**config.mk**
```make
export PLATFORM = sky130hd
export DESIGN_NAME = hdlc_tx_refill
export DESIGN_NICKNAME = d
export VERILOG_FILES = /design/src/rtl/hdlc_tx_pkg.sv /design/src/rtl/tx_byte_store.sv /design/src/rtl/tx_refill_req.sv /design/src/rtl/tx_serializer.sv /design/src/rtl/hdlc_tx_refill.sv
export SDC_FILE = /design/constraint.sdc
export NUM_CORES = 2
export LEC_CHECK = 0
export BUFFER_PORTS_ARGS = -buffer_cell sky130_fd_sc_hd__buf_2
export CAP_MARGIN = 15
export CELL_PAD_IN_SITES_DETAIL_PLACEMENT = 1
export CELL_PAD_IN_SITES_GLOBAL_PLACEMENT = 1
export CORE_MARGIN = 10
export CORE_UTILIZATION = 48
export CTS_CLUSTER_DIAMETER = 80
export CTS_CLUSTER_SIZE = 24
export DETAILED_ROUTE_END_ITERATION = 10
export GPL_TIMING_DRIVEN = 0
export PLACE_DENSITY_LB_ADDON = 0.1
export SLEW_MARGIN = 30
export SYNTH_ARGS = -nofsm -noshare
export SYNTH_HDL_FRONTEND = slang
export SYNTH_SLANG_ARGS = --single-unit
```
**constraint.sdc**
```tcl
create_clock -name clk -period 3.6 [get_ports clk]
set_input_delay 0.36 -clock clk [delete_from_list [all_inputs] [get_ports clk]]
set_output_delay 0.36 -clock clk [all_outputs]
set_load 0.01 [all_outputs]
```
**src/rtl/hdlc_tx_pkg.sv**
```systemverilog
package hdlc_tx_pkg;
  typedef enum logic [1:0] {S_FLAG, S_DATA, S_CRC, S_ABORT} ser_state_t;

  localparam logic [7:0]  DELIM    = 8'h7E;
  localparam logic [15:0] CRC_POLY = 16'h8408;
  localparam logic [15:0] CRC_SEED = 16'hFFFF;

  // one serial step of the reflected CRC-16
  function automatic logic [15:0] crc_step(input logic [15:0] c, input logic b);
    logic fb;
    fb = c[0] ^ b;
    return {1'b0, c[15:1]} ^ (fb ? CRC_POLY : 16'h0000);
  endfunction
endpackage

```
**src/rtl/tx_byte_store.sv**
```systemverilog
module tx_byte_store #(
  parameter int DEPTH = 128,
  parameter int W     = 8,
  localparam int AW   = $clog2(DEPTH)
) (
  input  logic          clk,
  input  logic          rst,
  input  logic          wr_en,
  input  logic [W-1:0]  wr_data,
  input  logic          commit,
  input  logic          pop,
  input  logic          flush,
  output logic [W-1:0]  rd_data,
  output logic          avail,
  output logic [AW:0]   fill
);
  logic [W-1:0] mem [DEPTH];
  logic [AW:0]  wr_ptr, rd_ptr, rel_ptr, rd_nxt;
  logic         wr_ok;

  assign fill  = wr_ptr - rd_ptr;
  assign wr_ok = wr_en && (fill != (AW+1)'(DEPTH));
  assign avail = (rel_ptr != rd_ptr);

  always_comb begin
    if (flush)    rd_nxt = wr_ptr;
    else if (pop) rd_nxt = rd_ptr + (AW+1)'(1);
    else          rd_nxt = rd_ptr;
  end

  always_ff @(posedge clk) begin
    if (wr_ok) mem[wr_ptr[AW-1:0]] <= wr_data;
  end

  // registered read of the next head entry
  always_ff @(posedge clk) begin
    rd_data <= mem[rd_nxt[AW-1:0]];
  end

  always_ff @(posedge clk) begin
    if (rst) begin
      wr_ptr  <= '0;
      rd_ptr  <= '0;
      rel_ptr <= '0;
    end else begin
      wr_ptr <= wr_ptr + (AW+1)'(wr_ok);
      rd_ptr <= rd_nxt;
      if (commit || flush) rel_ptr <= wr_ptr;
    end
  end
endmodule

```
**src/rtl/tx_refill_req.sv**
```systemverilog
module tx_refill_req #(
  parameter int AW = 7
) (
  input  logic        clk,
  input  logic        rst,
  input  logic        start,
  input  logic        eom,
  input  logic        abort,
  input  logic [AW:0] free,
  input  logic [AW:0] thr,
  output logic        irq
);
  logic armed, fire;

  assign fire = armed && (free > thr);

  always_ff @(posedge clk) begin
    if (rst) begin
      armed <= 1'b0;
      irq   <= 1'b0;
    end else begin
      irq <= fire;
      if (start)              armed <= !eom;
      else if (fire || abort) armed <= 1'b0;
    end
  end
endmodule

```
**src/rtl/tx_serializer.sv**
```systemverilog
module tx_serializer
  import hdlc_tx_pkg::*;
(
  input  logic       clk,
  input  logic       rst,
  input  logic       bit_en,
  input  logic       avail,
  input  logic [7:0] byte_in,
  input  logic       eom,
  output logic       pop,
  output logic       flush,
  output logic       eom_clr,
  output logic       underrun,
  output logic       tx_bit,
  output logic [2:0] ones_o
);
  ser_state_t  state;
  logic [15:0] sh, crc, crc_n;
  logic [3:0]  cnt;
  logic [2:0]  ones;
  logic        stuff, cur, last, in_frame;

  assign stuff    = (ones == 3'd5);
  assign cur      = sh[0];
  assign last     = bit_en && !stuff && (cnt == 4'd0);
  assign crc_n    = crc_step(crc, cur);
  assign in_frame = (state == S_DATA) || (state == S_CRC);
  assign pop      = last && avail && ((state == S_FLAG) || (state == S_DATA));
  assign flush    = last && (state == S_DATA) && !avail && !eom;
  assign eom_clr  = last && (((state == S_FLAG) && !avail) || (state == S_CRC) || flush);
  assign ones_o   = ones;

  always_ff @(posedge clk) begin
    if (rst) begin
      state    <= S_FLAG;
      sh       <= {8'h00, DELIM};
      cnt      <= 4'd7;
      ones     <= 3'd0;
      crc      <= CRC_SEED;
      tx_bit   <= 1'b1;
      underrun <= 1'b0;
    end else begin
      underrun <= 1'b0;
      if (bit_en) begin
        if (stuff) begin
          tx_bit <= 1'b0;
          ones   <= 3'd0;
        end else begin
          tx_bit <= cur;
          sh     <= sh >> 1;
          cnt    <= cnt - 4'd1;
          ones   <= (in_frame && cur) ? ones + 3'd1 : 3'd0;
          if (state == S_DATA) crc <= crc_n;
          if (cnt == 4'd0) begin
            if ((state == S_FLAG || state == S_DATA) && avail) begin
              if (state == S_FLAG) crc <= CRC_SEED;
              state <= S_DATA;
              sh    <= {8'h00, byte_in};
              cnt   <= 4'd7;
            end else if (state == S_DATA && eom) begin
              state <= S_CRC;
              sh    <= ~crc_n;
              cnt   <= 4'd15;
            end else if (state == S_DATA) begin
              state    <= S_ABORT;
              sh       <= 16'h00FF;
              cnt      <= 4'd7;
              underrun <= 1'b1;
            end else begin
              state <= S_FLAG;
              sh    <= {8'h00, DELIM};
              cnt   <= 4'd7;
            end
          end
        end
      end
    end
  end
endmodule

```
**src/rtl/hdlc_tx_refill.sv**
```systemverilog
module hdlc_tx_refill #(
  parameter int DEPTH  = 128,
  parameter int THR_LO = 64,
  parameter int THR_HI = 96,
  localparam int AW    = $clog2(DEPTH)
) (
  input  logic       clk,
  input  logic       rst,
  input  logic       wr_en,
  input  logic [7:0] wr_data,
  input  logic       cmd_start,
  input  logic       cmd_eom,
  input  logic       thr_sel,
  input  logic       bit_en,
  output logic       tx_bit,
  output logic       refill_irq,
  output logic       underrun
);
  logic [AW:0] fill, free, thr;
  logic [7:0]  head;
  logic        avail, pop, flush, eom_clr, eom_lat;
  logic [2:0]  ser_ones;

  assign free = (AW+1)'(DEPTH) - fill;
  assign thr  = thr_sel ? (AW+1)'(THR_HI) : (AW+1)'(THR_LO);

  always_ff @(posedge clk) begin
    if (rst)                         eom_lat <= 1'b0;
    else if (cmd_start && cmd_eom)   eom_lat <= 1'b1;
    else if (eom_clr)                eom_lat <= 1'b0;
  end

  tx_byte_store #(.DEPTH(DEPTH), .W(8)) u_store (
    .clk(clk), .rst(rst), .wr_en(wr_en), .wr_data(wr_data),
    .commit(cmd_start), .pop(pop), .flush(flush),
    .rd_data(head), .avail(avail), .fill(fill)
  );

  tx_refill_req #(.AW(AW)) u_req (
    .clk(clk), .rst(rst), .start(cmd_start), .eom(cmd_eom), .abort(flush),
    .free(free), .thr(thr), .irq(refill_irq)
  );

  tx_serializer u_ser (
    .clk(clk), .rst(rst), .bit_en(bit_en), .avail(avail), .byte_in(head),
    .eom(eom_lat), .pop(pop), .flush(flush), .eom_clr(eom_clr),
    .underrun(underrun), .tx_bit(tx_bit), .ones_o(ser_ones)
  );
endmodule

```
* Word level (Yosys, flattened, before mapping)
Memories as Yosys holds them, arrays and structs flattened. A register that Yosys moved wholly into a read port is not among the register bits. Index checks and enable logic that the tools add are counted.
Cells by class: add/subtract/negate cells 6, order comparisons 1, equality and inequality tests 5, mux-type cells 28, bitwise gates (word level) 6, reductions and logical operators 33
Operator list (count):
- $mux W16 | 8
- $mux W8 | 3
- $not A16 Y16 | 1
- $xor A15 B16 Y16 | 1
- $logic_and A1 B1 Y1 | 15
- $mux W4 | 3
- $add A8 B1 Y8 | 1
- $add A8 B1 Y8 const B | 1
- $gt A8 B7 Y1 | 1
- $mux W1 | 8
- $ne A8 B8 Y1 | 1
- $ne A8 B8 Y1 const B | 1
- $sub A8 B8 Y8 | 1
- $sub A8 B8 Y8 const A | 1
- $logic_or A1 B1 Y1 | 6
- $mux W2 | 3
- $mux W3 | 2
- $mux W6 | 1
- $reduce_bool A2 Y1 | 3
- $reduce_or A6 Y1 | 1
- $logic_not A1 Y1 | 4
- $logic_not A4 Y1 | 1
- $sub A4 B1 Y4 const B | 1
- $add A3 B1 Y3 const B | 1
- other kinds (8) | 10
Storage, ports and cells: flip-flop bits (word level) 70, bits in writable memories 1024, input port bits 15, output and inout port bits 3, word-level logic and storage cells 94, memories 1
Memory list:
- u_store.mem | words 128, bits a word 8, rd ports 1, clocked after Yosys merged registers in 1, write ports 1, RTL line tx_byte_store.sv:17 | logic [W-1:0] mem [DEPTH];

* Longest topological paths before layout
depth after elaboration 11, depth in mapped cells 19, gate-level depth less buffers 17

* Cells and area by module
A second synthesis with hierarchy kept.
Second synthesis, totals: cell total of the unflattened synthesis 2852, area total of the unflattened synthesis 45095.8 um^2
Modules (own cells, without submodules):
- tx_byte_store | times used 1, cells an instance 2554, area each 42644.6 um^2, seq. area each 31390.1 um^2
- tx_serializer | times used 1, cells an instance 239, area each 1975.6 um^2, seq. area each 860.8 um^2
- tx_refill_req | times used 1, cells an instance 36, area each 315.3 um^2, seq. area each 40.0 um^2
- hdlc_tx_refill | times used 1, cells an instance 23, area each 160.2 um^2, seq. area each 20.0 um^2

* Worst setup path before layout
Ideal clock, no wire load.
path kind reg2reg, from register u_store.rd_ptr[1], to memory u_store.mem[127][0] (enable), setup time 0.371 ns, arrival time 3.297 ns, slack -0.067 ns, stages on the path, launching flop included 14, path buffers 1, cells stage by stage dfxtp_1 -> inv_1 -> ha_1 -> nor2b_1 -> o21ai_0 -> a21boi_0 -> o21ai_0 -> a21boi_0 -> o21a_1 -> or3_1 -> a311oi_1 -> nand3_1 -> clkbuf_1 -> nor2_1
On the way: word-level cells in the longest chain between the ends 5
RTL lines:
- start, declared | RTL line tx_byte_store.sv:18 | logic [AW:0] wr_ptr, rd_ptr, rel_ptr, rd_nxt;
- start signal, assigned | RTL line tx_byte_store.sv:47 | rd_ptr <= rd_nxt;
- $sub A8 B8 Y8 | RTL line tx_byte_store.sv:21 | assign fill = wr_ptr - rd_ptr;
- $ne A8 B8 Y1 | RTL line tx_byte_store.sv:22 | assign wr_ok = wr_en && (fill != (AW+1)'(DEPTH));
- $logic_and A1 B1 Y1 | RTL line tx_byte_store.sv:22
- $mux W1 | RTL line tx_byte_store.sv:32 | if (wr_ok) mem[wr_ptr[AW-1:0]] <= wr_data;
- $mux W1 (implied by the code) | RTL line tx_byte_store.sv:32
- end, declared | RTL line tx_byte_store.sv:17
No other way between the ends.

* Worst setup path after layout
from register u_ser.cnt[0], to register u_store.rd_data[5] (read register of u_store.mem)
On the way: word-level cells in the longest chain between the ends 6, elaborated cells on any way between the ends 9, those cells by class mux (2); reduce/logical (7)
RTL lines:
- start, declared | RTL line tx_serializer.sv:19 | logic [3:0] cnt;
- start signal, assigned | RTL line tx_serializer.sv:51 | cnt <= cnt - 4'd1;
- $logic_not A4 Y1 * | RTL line tx_serializer.sv:25 | assign last = bit_en && !stuff && (cnt == 4'd0);
- $logic_and A1 B1 Y1 * | RTL line tx_serializer.sv:25
- $logic_and A1 B1 Y1, on equally long branches (2 in series) | RTL line tx_serializer.sv:28, tx_serializer.sv:29
- $mux W8 / $logic_and A1 B1 Y1 (equally long branches) | RTL line tx_byte_store.sv:27, tx_serializer.sv:29
- $mux W8 * | RTL line tx_byte_store.sv:26 | if (flush) rd_nxt = wr_ptr;
- end, declared | RTL line tx_byte_store.sv:13 | output logic [W-1:0] rd_data,
Every way passes the cells marked *; elsewhere a longest branch is shown, timed or not. The select of a mux whose other input is x is not followed. A chain may end at the register's enable or synchronous reset.

==> key figures <==
Outcome
  • Outcome: complete, but fails checks
  • Violated checks: setup timing

Routing
  • DRT antenna net count: 0
  • TritonRoute pass-1 iters: 6
  • Number of vias per cell: 6.61
  • Drt drc: 0
  • Avg WL per Cell: 37.4 um
  • Routed wire length: 192000 um
  • Via count: 33900
  • Iteration-0 DRC Markers: 4729

Clock tree
  • CTS tree: built
  • Clock latency on the worst-skew pair: 0.74 ns
  • CTS Buf Count: 55
  • CTS sink cnt: 1102
  • Clock Tree Root: clkbuf_16
  • Reg clk slew, reported paths: 0.10 ns
  • H-tree Lvls: 2
  • Clock Tree Buf Depth: 3

Final layout
  • Area growth from synthesis to layout: 25.9%
  • Nets: 3885
  • Final non-filler cell area: 57100 um2
  • Share of layout cells above drive strength 1: 25.9%

Critical path
  • CP max FO: 6
  • Crit end category: flip-flop
  • RR Startpoint: u_ser.cnt[0]
  • CP arrival: 4.93 ns
  • Reg2Reg Capture Point: u_store.rd_data[5]
  • Crit path required time: 4.26 ns
  • Setup crit start: u_ser.cnt[0]
  • Critical path class: flip-flop to flip-flop
  • Worst R2R Path Depth: 17
  • R2r setup slk: -0.67 ns
  • Startpoint Class: flip-flop

Timing
  • Final Hold Vio Count: 0
  • Final worst slack: -0.673 ns
  • Setup violations, final: 458
  • Worst Skew: 0.0410 ns
  • Hold slack: 0.0220 ns
  • Pins Over Slew Limit: 0
  • Setup TNS: -23.54 ns
  • RSZ-0062 raised after global routing: true
  • Fmax: 234 MHz
  • Period Utilization, post-route: 119%
  • Crit path time final: 4.27 ns
  • Worst-Margin Slew: 1.07 ns
  • Max_slew headroom: 28.5%

Synth
  • #FFs+latches synth: 1102
  • Post-synth EDFFs: 1024
  • Register area share after synthesis: 71.2%
  • Syn nets: 3539
  • Cell Area, Synth: 45400 um2
  • Syn avg cell area: 12.9 um2
  • Post-synth ARST share: 0%
  • Synth cell types: 84
  • Yosys warning total: 0
  • Primary FF master, synth: edfxtp_1
  • Syn Inst Count: 3505

Global route
  • First-pass GRT wire length: 263000 um
  • Vias in the first global route: 34100
  • Initial antenna violation count: 9
  • Global route overflow: 0
  • Total track usage: 34.8%
  • Largest net degree at the start of global routing: 83

Worst hold path
  • Worst min-delay path class: input pin to flip-flop
  • Hold Path Sink: u_ser.ones_o[1]
  • Hold Path Origin: bit_en
  • Worst hold path depth: 4

Floorplan
  • Initial Util: 48.5%
  • Die area: 107000 um2
  • Die height: 327 um
  • Rows: 112
  • Core area: 93600 um2
  • Ports: 18
  • Die width: 327 um

Placement
  • Port Buf Inserts: 15
  • DP HPWL: 127000 um
  • Routability Congestion: 1.04
  • DP Area: 47600 um2

Pwr
  • Final Power: 0.0223 W
  • Leak: 19.6 nW
  • Max IR drop VDD: 0.474 mV
  • Pwr Density: 390 nW/um2

Flow run
  • Max_cap viols: 0
-- report_power, final --
group / switching, W / internal, W / total, W / leakage (nW)
sequential: 0.0000310 / 0.0140 / 0.0140 / 9.85
combinational: 0.000620 / 0.000304 / 0.000924 / 8.93
clock: 0.00431 / 0.00301 / 0.00732 / 0.787
total: 0.00496 / 0.0173 / 0.0223 / 19.6
-- cell usage in the layout (no fill, tap or decap), types with 13 or more instances in the layout --
cell type / count
mux2i_1: 92
a21oi_1: 97
buf_12: 129
buf_4: 144
inv_1: 13
clkbuf_2: 14
o22ai_1: 28
a311oi_4: 21
mux2_2: 43
and3_1: 64
a311oi_2: 13
clkbuf_1: 34
nor4_4: 16
nand2_1: 849
mux2i_2: 17
a222oi_1: 24
buf_6: 71
dfxtp_1: 70
edfxtp_1: 1024
clkbuf_16: 74
nor2_4: 130
nor2_1: 44
buf_2: 21
clkbuf_8: 15
o21ai_0: 25
ha_1: 13
nand3_1: 281
buf_8: 35
a32oi_1: 14
a31oi_1: 39
xnor2_1: 13
buf_16: 20
-- metrics by stage --
step | utilization (%) | setup WS, ns | instances
finish | 61.0 | -0.673 | 5132
global route | 61.0 | -0.641 | 5131
CTS | 59.6 | -0.433 | 5058
detailed placement | 50.9 | -2.52 | 4793
global placement | 50.3 | -2.89 | 4774
floorplan | - | -0.0674 | 3505
-- cells in the mapped netlist, types with 6 or more instances --
cell type | n | area share, %
o31ai_1 | 9 | 0.15
buf_4 | 25 | 0.41
and3_1 | 66 | 0.91
a311oi_1 | 44 | 0.85
nand4_1 | 10 | 0.14
nor4b_1 | 12 | 0.23
nor2_1 | 180 | 1.5
o211ai_1 | 12 | 0.20
a211o_1 | 8 | 0.15
a21oi_1 | 107 | 1.2
nor2b_1 | 10 | 0.14
buf_2 | 89 | 0.98
nand2_1 | 866 | 7.2
a32o_1 | 7 | 0.15
dfxtp_1 | 78 | 3.4
ha_1 | 18 | 0.50
o21ai_0 | 31 | 0.34
inv_1 | 19 | 0.16
a211oi_1 | 20 | 0.33
o22ai_1 | 44 | 0.61
edfxtp_1 | 1024 | 68
buf_1 | 18 | 0.15
mux2i_1 | 113 | 2.5
clkbuf_1 | 83 | 0.69
mux2_2 | 44 | 1.1
xor2_1 | 6 | 0.12
a31o_2 | 8 | 0.15
buf_6 | 8 | 0.20
a221oi_1 | 10 | 0.19
or4_1 | 13 | 0.22
nor4_1 | 17 | 0.23
a31oi_1 | 43 | 0.59
nand2b_1 | 7 | 0.097
a32oi_1 | 15 | 0.29
xnor2_1 | 21 | 0.41
o311ai_0 | 7 | 0.14
or3_1 | 12 | 0.17
nor3_1 | 13 | 0.14
nand3_1 | 292 | 3.2
a222oi_1 | 24 | 0.53
-- final cells by class --
class	count	area (um2)
Fill cell	8850	36500
Sequential cell	1102	32300
Multi-Input combinational cell	2161	14900
Timing Repair Buffer	294	4040
Buffer	218	2570
Tap cell	1254	1570
Clock buffer	63	1460
Clock inverter	18	165
Inverter	19	82.6
Antenna cell	3	7.51
-- sequential cells by signal, indices dropped and copies added, names as in the netlist --
name / flops
u_ser.underrun: 1
u_ser.tx_bit: 1
u_req.irq: 1
u_ser.state: 2
u_store.rd_data: 8
u_store.wr_ptr: 8
u_ser.crc: 16
eom_lat: 1
u_ser.cnt: 4
u_store.rel_ptr: 8
u_store.rd_ptr: 8
u_ser.ones_o: 3
u_store.mem: 1024
u_req.armed: 1
u_ser.sh: 16
-- logic make-up after synthesis --
kind of cell             synth area share, %
adder cells (fa/ha/maj)                0.541
buffers and inverters                   2.59
AO/OA/AOI/OAI                           6.71
XOR/XNOR                               0.557
AND/OR/NAND/NOR                         14.7
multiplexers                            3.69
flip-flops                              71.2
-- worst max path at each step --
stage / to / slack [ns] / cells after the start
2_1_floorplan: u_store.mem[127][0] / -0.07 / 13
3_3_place_gp: u_store.rd_data[4] / -2.89 / 13
3_5_place_dp: u_store.rd_data[0] / -2.52 / 16
4_1_cts: u_store.rd_data[0] / -0.43 / 20
5_1_grt: u_store.rd_data[6] / -0.64 / 18
6_report: u_store.rd_data[5] / -0.67 / 17
-- layer usage --
layer	part of all wire, %	GRT usage (%)
met2	45	53.7
met1	37	42.9
met3	11	9.89
met4	7.2	21.7
met5	0.17	0
-- critical path, cell delays in order (launching register included) --
cell      delay [ns]
dfxtp_2         0.34
inv_2           0.07
ha_4            0.14
or3b_4          0.47
nor4_4          0.30
buf_4           0.18
nor2_4          0.05
o211ai_4        0.22
buf_12          0.17
buf_16          0.15
buf_12          0.16
buf_16          0.14
buf_4           0.13
mux2i_2         0.07
a221oi_2        0.41
o22ai_2         0.19
nor4b_4         0.69
or4_4           0.28
-- repair_timing --
| action | 4_1_cts | 5_1_grt |
|---|---|---|
| pin swaps | 180 | 83 |
| buffers inserted | 176 | 74 |
| cloned | 12 | 0 |
| gates resized for setup | 921 | 121 |
| endpoints found under the setup margin | 1038 | 1038 |
| endpoints found under the hold margin | 3 | 0 |
| hold buffers | 2 | 0 |
Note: power is estimated with default switching activity, not from simulation.
